File: src/rtl/dbg_perm_gate.sv
module dbg_perm_gate #(
  parameter int AW = 8,
  parameter int DW = 32,
  parameter int RGN_BITS = 2,
  parameter logic [(1<<RGN_BITS)-1:0] CORE_RGN_MASK = '1,
  parameter int BASE_CNT = 4,
  parameter int CTL_ADDR = 8,
  parameter bit MM_ABORT = 1'b1
) (
  input  logic                     clk,
  input  logic                     rst_n,
  input  logic                     core_pwr_up,
  input  logic                     warm_hold,
  input  logic [(1<<RGN_BITS)-1:0] lock_vec,
  input  logic                     cp_req,
  input  logic                     cp_wr,
  input  logic                     cp_priv,
  input  logic [AW-1:0]            cp_addr,
  input  logic [DW-1:0]            cp_wdata,
  output logic                     cp_ready,
  output logic                     cp_undef,
  output logic [DW-1:0]            cp_rdata,
  input  logic                     mm_req,
  input  logic                     mm_wr,
  input  logic                     mm_priv,
  input  logic [AW-1:0]            mm_addr,
  input  logic [DW-1:0]            mm_wdata,
  output logic                     mm_ready,
  output logic                     mm_slverr,
  output logic [DW-1:0]            mm_rdata,
  input  logic                     ext_req,
  input  logic                     ext_wr,
  input  logic [AW-1:0]            ext_addr,
  input  logic [DW-1:0]            ext_wdata,
  output logic                     ext_ready,
  output logic                     ext_err,
  output logic [DW-1:0]            ext_rdata,
  output logic                     rf_we,
  output logic                     rf_re,
  output logic [AW-1:0]            rf_addr,
  output logic [DW-1:0]            rf_wdata,
  input  logic [DW-1:0]            rf_rdata
);

  localparam logic [AW-1:0] CTL_A  = AW'(CTL_ADDR);
  localparam logic [AW-1:0] BASE_A = AW'(BASE_CNT);

  logic                usr_dis;
  logic [DW-1:0]       rdata_q;
  logic                ext_go, mm_go, cp_go, any_go;
  logic                s_wr, s_priv;
  logic [AW-1:0]       s_addr;
  logic [DW-1:0]       s_wdata;
  logic [RGN_BITS-1:0] rgn;
  logic                priv_ok, pwr_ok, lock_ok, hold_ok, grant, is_ctl;
  logic [DW-1:0]       rd_val;

  // fixed priority: debugger, memory-mapped, coprocessor
  assign ext_go = ext_req & ~ext_ready;
  assign mm_go  = mm_req & ~mm_ready & ~ext_go;
  assign cp_go  = cp_req & ~cp_ready & ~ext_go & ~mm_go;
  assign any_go = ext_go | mm_go | cp_go;

  always_comb begin
    s_wr = cp_wr; s_priv = cp_priv; s_addr = cp_addr; s_wdata = cp_wdata;
    if (ext_go) begin
      s_wr = ext_wr; s_priv = 1'b1; s_addr = ext_addr; s_wdata = ext_wdata;
    end else if (mm_go) begin
      s_wr = mm_wr; s_priv = mm_priv; s_addr = mm_addr; s_wdata = mm_wdata;
    end
  end

  assign rgn     = s_addr[AW-1 -: RGN_BITS];
  assign priv_ok = s_priv | ((s_addr < BASE_A) & ~usr_dis);
  assign pwr_ok  = ~CORE_RGN_MASK[rgn] | core_pwr_up;
  assign lock_ok = ~lock_vec[rgn];
  assign hold_ok = ~(cp_go & warm_hold);
  assign grant   = any_go & priv_ok & pwr_ok & lock_ok & hold_ok;
  assign is_ctl  = (s_addr == CTL_A);

  assign rf_we    = grant & s_wr & ~is_ctl;
  assign rf_re    = grant & ~s_wr & ~is_ctl;
  assign rf_addr  = s_addr;
  assign rf_wdata = s_wdata;
  assign rd_val   = is_ctl ? {{(DW-1){1'b0}}, usr_dis} : rf_rdata;

  always_ff @(posedge clk or negedge rst_n) begin
    if (!rst_n) begin
      cp_ready  <= 1'b0;
      mm_ready  <= 1'b0;
      ext_ready <= 1'b0;
      cp_undef  <= 1'b0;
      mm_slverr <= 1'b0;
      ext_err   <= 1'b0;
      rdata_q   <= '0;
      usr_dis   <= 1'b0;
    end else begin
      cp_ready  <= cp_go;
      mm_ready  <= mm_go;
      ext_ready <= ext_go;
      cp_undef  <= cp_go & ~grant;
      mm_slverr <= mm_go & ~grant & MM_ABORT;
      ext_err   <= ext_go & ~grant;
      rdata_q   <= (grant & ~s_wr) ? rd_val : '0;
      if (grant & s_wr & is_ctl) usr_dis <= s_wdata[0];
    end
  end

  assign cp_rdata  = cp_ready  ? rdata_q : '0;
  assign mm_rdata  = mm_ready  ? rdata_q : '0;
  assign ext_rdata = ext_ready ? rdata_q : '0;


  one_ready_chk: assert property (@(posedge clk) disable iff (!rst_n)
    $onehot0({cp_ready, mm_ready, ext_ready}));


  ready_pulse_chk: assert property (@(posedge clk) disable iff (!rst_n)
    ext_ready |=> !ext_ready);


  lock_block_chk: assert property (@(posedge clk) disable iff (!rst_n)
    (rf_we | rf_re) |-> !lock_vec[rf_addr[AW-1 -: RGN_BITS]]);


  pwr_block_chk: assert property (@(posedge clk) disable iff (!rst_n)
    ((rf_we | rf_re) && !core_pwr_up) |-> !CORE_RGN_MASK[rf_addr[AW-1 -: RGN_BITS]]);


  err_with_ready_chk: assert property (@(posedge clk) disable iff (!rst_n)
    (cp_undef |-> cp_ready) and (mm_slverr |-> mm_ready) and (ext_err |-> ext_ready));


  err_zero_data_chk: assert property (@(posedge clk) disable iff (!rst_n)
    (ext_err |-> ext_rdata == '0) and (cp_undef |-> cp_rdata == '0));


  hold_cp_chk: assert property (@(posedge clk) disable iff (!rst_n)
    (cp_ready && $past(warm_hold)) |-> cp_undef);

endmodule

File: config.mk
export PLATFORM = sky130hd
export DESIGN_NAME = dbg_perm_gate
export DESIGN_NICKNAME = d
export VERILOG_FILES = /design/src/rtl/dbg_perm_gate.sv
export SDC_FILE = /design/constraint.sdc
export NUM_CORES = 1
export LEC_CHECK = 0
export ABC_CLOCK_PERIOD_IN_PS = 1760
export BUFFER_PORTS_ARGS = -buffer_cell sky130_fd_sc_hd__buf_2
export CAP_MARGIN = 15
export CORE_AREA = 2 2 120 122
export DETAILED_ROUTE_END_ITERATION = 10
export DIE_AREA = 0 0 122 124
export PLACE_DENSITY = 0.65
export SYNTH_ARGS = -nofsm -noshare
export SYNTH_HDL_FRONTEND = slang
export SYNTH_SLANG_ARGS = --single-unit
File: constraint.sdc
create_clock -name clk -period 1.76 [get_ports clk]
set_input_delay 0.088 -clock clk [delete_from_list [all_inputs] [get_ports clk]]
set_output_delay 0.088 -clock clk [all_outputs]
set_load 0.02 [all_outputs]
* Word level (Yosys, flattened, before mapping) *
Index checks and enable logic that the tools add are counted.
Widths: inputs -> output; s select.

storage, ports and cells
  memories = 0
  RAM bits = 0
  output and inout bits = 144
  bits in registers = 39
  input port bits = 168
  logic and storage cells = 64
  latch bits = 0
  ROM bits = 0

operators by class
  multiplexer cells = 17
  shift operators = 0
  bitwise operators = 36
  reductions and logical operators = 0
  add/subtract/negate cells = 0
  order comparisons = 2
  eq/ne operators = 1
  $mul = 0
  divide/modulo/power cells = 0

operator list
  operator            number
  $mux 32             7
  $and 1x1->1         20
  $mux 8              2
  $not 1->1           12
  $eq 8x4->1 const B  1
  $lt 8x3->1 const B  1
  $mux 1              6
  $bmux 1 s2          2
  $or 1x1->1          4
  $lt 2x3->1 const B  1

* Logic depth before layout (Yosys ltp) *
Gate-level depths: netlist of the first run.

  depth after elaboration = 15
  depth in mapped cells = 10
  gate-level depth less buffers = 7

* Least setup slack after synthesis of the first run *
OpenSTA, ideal clock, no wires.

  path kind = register to output
  start = register mm_ready
  end = output port rf_re
  path slack = -0.670 ns
  cell stages (with the launch flop) = 9
  arrival = 2.342 ns
  path through = dfrtp_1 -> and2b_1 -> buf_2 -> nand2_1 -> a31oi_1 -> a21o_2 -> o2111ai_4 -> buf_6 -> nor2_1

between the ends
  word-level cells in the longest chain between the ends = 14
  elaborated cells on any way between the ends = 34
  those cells by class = order compare: 1; eq/ne: 1; mux: 10; bitwise: 22

RTL lines
  element                                           RTL line  RTL
  from (decl)                                       28        output logic mm_ready,
  from (signal assigned)                            99        mm_ready <= mm_go;
  $not 1->1 (*)                                     60        assign mm_go = mm_req & ~mm_ready & ~ext_go;
  $and 1x1->1 (*) (2 in series)                     60
  $mux 8 (*)                                        68        end else if (mm_go) begin
  $mux 8 (*)                                        66        if (ext_go) begin
  net rf_addr[6]                                    40        output logic [AW-1:0] rf_addr,
  $lt 8x3->1 / $bmux 1 s2 (equally long branches)   74, 75
  $and 1x1->1 / $mux 1 (equally long branches)      74, 75
  $or 1x1->1 / $not 1->1 (equally long branches)    74, 75
  $and 1x1->1 / $or 1x1->1 (equally long branches)  78, 75
  $and 1x1->1 (3 in series)                         78        assign grant = any_go & priv_ok & pwr_ok & lock_ok & hold_ok;
  $and 1x1->1                                       82        assign rf_re = grant & ~s_wr & ~is_ctl;
  $and 1x1->1 (*)                                   82
  to (decl)                                         39        output logic rf_re,

The timed path passes the listed nets; every way through them passes the cells marked *. The select of a mux whose other input is x is not followed.

* Worst setup path after layout of the first run *
  start = register mm_ready
  end = output port rf_we

between the ends
  word-level cells in the longest chain between the ends = 14
  elaborated cells on any way between the ends = 33
  those cells by class = order compare: 1; eq/ne: 1; mux: 10; bitwise: 21

RTL lines
  element                                           RTL line  RTL
  $not 1->1 (*)                                     60
  $and 1x1->1 (*) (2 in series)                     60
  $mux 8                                            68
  $mux 8                                            66
  $lt 8x3->1 / $bmux 1 s2 (equally long branches)   74, 75
  $and 1x1->1 / $mux 1 (equally long branches)      74, 75
  $or 1x1->1 / $not 1->1 (equally long branches)    74, 75
  $and 1x1->1 / $or 1x1->1 (equally long branches)  78, 75
  $and 1x1->1 (3 in series)                         78
  $and 1x1->1                                       81        assign rf_we = grant & s_wr & ~is_ctl;
  $and 1x1->1 (*)                                   81
  to (decl)                                         38        output logic rf_we,

Every way passes the cells marked *; elsewhere a longest branch is shown, timed or not. The select of a mux whose other input is x is not followed.

==> results of run 1 <==
-- power by group --
part	leakage [nW]	internal, W	total [W]	switching [W]
sequential	0.532	0.000937	0.000961	0.0000244
clock	0.0669	0.000522	0.000855	0.000333
combinational	2.67	0.000669	0.00145	0.000784
total	3.27	0.00213	0.00327	0.00114
-- synthesized netlist by cell type (2+ instances only) --
library cell / instances
buf_2: 2
buf_1: 5
a31o_2: 2
nand2b_1: 2
nor4b_1: 2
o41ai_1: 2
o21ai_0: 3
and2_1: 99
mux2i_1: 3
nand2_1: 116
dfrtp_1: 39
nor2_1: 77
buf_6: 5
a31oi_1: 37
nor3_1: 3
inv_1: 3
clkbuf_1: 23
a21oi_1: 6
nand3_1: 6
-- timing repair --
item / 4_1_cts / 5_1_grt
buffers inserted: 7 / 5
endpoints found under the hold margin: 39 / 0
hold buffers: 1 / 0
setup endpoints to repair: 78 / 77
cloned: 2 / 1
pin swaps: 5 / 5
resized for setup: 22 / 53
-- critical path, stage by stage, from the launching register on --
cell and delay (ps):
dfrtp_2 380, and2b_4 240, buf_4 140, or3_1 380
a41o_4 310, o2111ai_4 100, nor2_2 60, buf_4 160
-- routing by layer --
layer,global-route usage,wire [µm]
met5,0,13
met1,0.187,5410
met3,0.0440,1160
met4,0.0273,104
met2,0.324,7430
-- area by class of cell --
type                    count  share of cell area
diodes                      1            0.000427
multi-input cells         376               0.392
flip-flops and latches     39               0.167
inverters                   4             0.00256
clock buffers               6              0.0220
clock inverters             2             0.00213
repair buffers            364               0.375
well taps                 180              0.0384
-- cells in the final DEF (no fill, tap or decap), types with 5 or more instances in the layout --
| master | count |
|---|---|
| a31oi_2 | 31 |
| and2_1 | 98 |
| buf_2 | 271 |
| buf_4 | 78 |
| buf_6 | 7 |
| clkbuf_16 | 6 |
| dfrtp_1 | 37 |
| nand2_1 | 115 |
| nand3_1 | 5 |
| nor2_1 | 74 |
-- kinds of logic (layout without fill, tap and decap cells) --
group | after synthesis | in the layout | share of synthesized area
DFF | 39 | 39 | 0.311
other | 0 | 1 | 0
muxes | 3 | 3 | 0.00956
and+or+nand+nor | 312 | 312 | 0.471
AOI/OAI and AO/OA | 61 | 61 | 0.150
buffers and inverters | 39 | 376 | 0.0593
-- sequential cells by signal (all words and copies together) (netlist names) --
| name | cells |
|---|---|
| cp_ready | 1 |
| cp_undef | 1 |
| rdata_q | 32 |
| mm_ready | 1 |
| ext_err | 1 |
| mm_slverr | 1 |
| usr_dis | 1 |
| ext_ready | 1 |
-- metrics by stage --
step / setup slack, ps / instance area, µm²
floorplan: -252 / 3400
global placement: -338 / 5300
detailed placement: -394 / 5300
CTS: -358 / 5640
global route: -435 / 5860
finish: -377 / 5860
-- final timing paths --
path	from	to	slack, ps	depth (start not counted)
max in group asynchronous	rst_n	mm_ready$_DFF_PN0_	970	3
worst min-delay path	rf_rdata[19]	rdata_q[19]$_DFF_PN0_	20	3
worst max-delay path	mm_ready$_DFF_PN0_	rf_we	-380	7
worst min register to register	usr_dis$_DFFE_PN0P_	usr_dis$_DFFE_PN0P_	570	2
worst max register to register	mm_ready$_DFF_PN0_	rdata_q[5]$_DFF_PN0_	-370	9
min in group asynchronous	rst_n	rdata_q[2]$_DFF_PN0_	410	3
==> impl_metrics.yaml, run 1 <==
outcome:
  outcome: "finished with violations"
  violations: "negative setup slack"
synthesis:
  ys_ff_latch: 39
  synth.area.top_cells: "dfrtp_1 (31%), and2_1 (20%), nand2_1 (14%)"
  synthFlopType: "dfrtp_1"
  ys_warn_count: 0
  synth_top_cell_by_area: "dfrtp_1"
  synth-edff-count: 0
  syn_avg_cell_area_um2: 6.92
  async_reset_ff_frac: 1.00
  ys_types: 38
  yosysTopAreaCellShare: 0.311
  synthCells: 454
  synth_nets: 622
  syn-cell-area_um2: 3140
  ys_seq_area_frac: 0.311
worst_setup_path:
  start_kind: "flip-flop"
  endpoint_kind: "output pin"
  worstPathArrival_ps: 2050
  worstSetupPathType: "reg2out"
  crit_fanout: 10
  required_ps: 1670
detailed_routing:
  drcViolationCount: 0
  vias_per_cell: 4.42
  routed_wl_um: 14100
  first_pass_iters: 4
  vias: 4297
  avgRoutedWirePerCell_um: 14.5
  antenna_left: 0
  first_iter_violations: 196
die:
  coreArea_um2: 13700
  die-area_um2: 15100
  die_y_um: 124
  core.rowCount: 43
  die_w_um: 122
  num_io_pins: 312
  start_util: 0.229
timing:
  skew_ps: 4.71
  setup_violations: 72
  setup_ws_ps: -377
  fin_setup_tns_ps: -13640
  tightest_slew_ps: 509
  max_freq_ghz: 0.468
  fin_crit_ps: 2140
  whs_ps: 20.2
  finalMaxSlewViolations: 0
  max_slew_margin: 0.661
  grt_setup_unrepaired: "yes"
  hold_violations: 0
  fin_crit_sh: 1.21
layout:
  utilization: 0.427
  drive_gt1_frac: 0.546
  nets: 958
  syn_to_final_growth_pct: 86.5
  multi_input_area_um2: 2300
  fillCellCount: 1400
  layout.cells.non_filler: 972
  register_area_um2: 978
placement:
  globalplace.congestion: 0.836
  io_buffers: 311
  detailed_place_hpwl_um: 11000
  dp.cells: 947
hold_path:
  hold_path.class: "in2reg"
power:
  p_leak_nw: 3.27
  p_total_w: 0.00327
  ir_worst_vdd_mv: 0.313
  power_density_nw_per_um2: 558
global_routing:
  grt_pass1_vias: 3926
  grt_usage: 0.168
  grt_start_max_net_pins: 40
  antenna_found_initial: 2
  grt_pass1_wl_um: 20100
  grt-ovfl-total: 0
clock_tree:
  cts_buffers: 5
  cts.path.max_buffers: 2
  clk_latency_ps: 270
  cts_root_buf: "clkbuf_16"
  cts.sinks: 39
  cts_max_level: 2
  clk_transition_reported_paths_ps: 60
  cts_tree: "built"
job:
  cap_violations: 0
No activity file was read; power rests on OpenSTA's default activity.
==> run 2: changes to the inputs <==
REMOVE_ABC_BUFFERS = 1   (was default)
==> impl_metrics.yaml, run 2 (synthesis gave the netlist of run 1 again) <==
timing:
  max_slew_margin: 0.534
  setup_ws_ps: -391
  max_freq_ghz: 0.465
  fin_setup_tns_ps: -12940
  skew_ps: 4.87
  tightest_slew_ps: 698
  grt_setup_unrepaired: "yes"
  fin_crit_ps: 2150
  finalMaxSlewViolations: 0
  setup_violations: 50
  fin_crit_sh: 1.22
  hold_violations: 0
worst_setup_path:
  crit_path_max_incr_delay_ps: 380
  start_kind: "flip-flop"
  crit_fanout: 11
  worstSetupPathType: "reg2out"
  cp_slowest_cell: "dfrtp_1"
  endpoint_kind: "output pin"
  crit_chain: "and2b_2 -> buf_12 -> mux2i_2 -> o31ai_4 -> a41o_4 -> o2111ai_4 -> nor2_1 -> buf_4"
  worstPathArrival_ps: 2060
  required_ps: 1670
layout:
  drive_gt1_frac: 0.523
  regMostFlops: "rdata_q"
  final_common_cell: "buf_2"
  nets: 953
  syn_to_final_growth_pct: 79.8
  final_area_um2: 5650
  largest_reg_flops: 32
  utilization: 0.412
  n_antenna_cell: 0
  mostFrequentLayoutCells: "buf_2 (298), nand2_1 (113), and2_1 (99)"
placement:
  detailed_place_hpwl_um: 10900
  io_buffers: 311
  globalplace.congestion: 0.852
  placed_cell_area_um2: 5020
die:
  num_io_pins: 312
  core.rowCount: 43
  die-area_um2: 15100
  start_util: 0.229
  coreArea_um2: 13700
  die_y_um: 124
  die_w_um: 122
global_routing:
  grt_pass1_wl_um: 19700
  grt-ovfl-total: 0
  grt_pass1_vias: 3827
  grt_start_max_net_pins: 69
  grt_usage: 0.165
  antenna_found_initial: 0
power:
  ir_worst_vdd_mv: 0.353
  power_density_nw_per_um2: 611
  p_leak_nw: 3.21
outcome:
  violations: "negative setup slack"
  outcome: "finished with violations"
clock_tree:
  cts_root_buf: "clkbuf_16"
  clk_latency_ps: 270
  cts_buffers: 5
  cts_max_level: 2
  cts.sinks: 39
  cts_tree: "built"
  cts.path.max_buffers: 2
  clk_transition_reported_paths_ps: 60
detailed_routing:
  first_iter_violations: 223
  first_pass_iters: 4
  vias_per_cell: 4.44
  drcViolationCount: 0
  antenna_left: 0
  routed_wl_um: 13800
  vias: 4292
  avgRoutedWirePerCell_um: 14.3
hold_path:
  hold_path.class: "in2reg"
job:
  cap_violations: 0
-- run 2: cell count changes in the layout (fill, tap and decap cells not counted), moves of 14 or more --
cell,before,now
buf_4,78,45
a31oi_1,3,33
a31oi_2,31,2
buf_2,271,298
nor2_1,74,60
nor2_2,2,16
-- run 2: worst max-delay path: cells and delay by family (launching register included) --
| family | cells | cell delay (ps) |
|---|---|---|
| flops | 1 | 380 |
| simple gates | 2 | 400 |
| buf+inv | 2 | 310 |
| compound gates | 3 | 540 |
| mux | 1 | 160 |
-- run 2: what timing repair did --
item	4_1_cts	5_1_grt
setup endpoints to repair	74	73
hold buffers	1	0
endpoints found under the hold margin	31	0
gates resized for setup	32	42
gates cloned	2	1
setup buffers	9	4
pin swaps	15	8
-- run 2: power by group --
group	internal (W)	switching (W)	total [W]
Clock	0.000812	0.000330	0.00114
Sequential	0.000936	0.0000263	0.000963
Combinational	0.000591	0.000757	0.00135
-- run 2: worst paths after layout --
check	start	endpoint	slack (ps)	depth (start not counted)
worst min register to register	usr_dis$_DFFE_PN0P_	usr_dis$_DFFE_PN0P_	580	2
worst max-delay path	mm_ready$_DFF_PN0_	rf_we	-390	8
worst max register to register	mm_ready$_DFF_PN0_	rdata_q[28]$_DFF_PN0_	-380	10
min in group asynchronous	rst_n	rdata_q[19]$_DFF_PN0_	410	2
worst min-delay path	rf_rdata[10]	rdata_q[10]$_DFF_PN0_	20	3
max in group asynchronous	rst_n	mm_slverr$_DFF_PN0_	760	3
-- run 2: per-layer routing --
layer	part of all wire	global-route usage
met1	0.42	0.212
met3	0.059	0.0343
met5	0	0
met2	0.51	0.289
met4	0.014	0.0251
-- run 2: through the flow --
| stage | std cells | hold slack, ps | power (W) | setup WS [ps] |
|---|---|---|---|---|
| finish | 966 | 15.8 | 0.00345 | -391 |
| global route | 966 | 17.4 | 0.00364 | -517 |
| CTS | 961 | 12.1 | 0.00339 | -417 |
| detailed placement | 942 | 187 | 0.00214 | -340 |
| global placement | 942 | 172 | 0.00213 | -280 |
| floorplan | 419 | -208 | 0.00157 | -2490 |
-- run 2: final cells by class --
type                       instances  area (µm²)
clock buffer                       6         129
clock inverter                     2        60.1
fill                            1462        8070
inverter                           4        15.0
multi-input combinational        376        2140
sequential                        39         976
tap                              180         225
timing repair buffer             359        2100
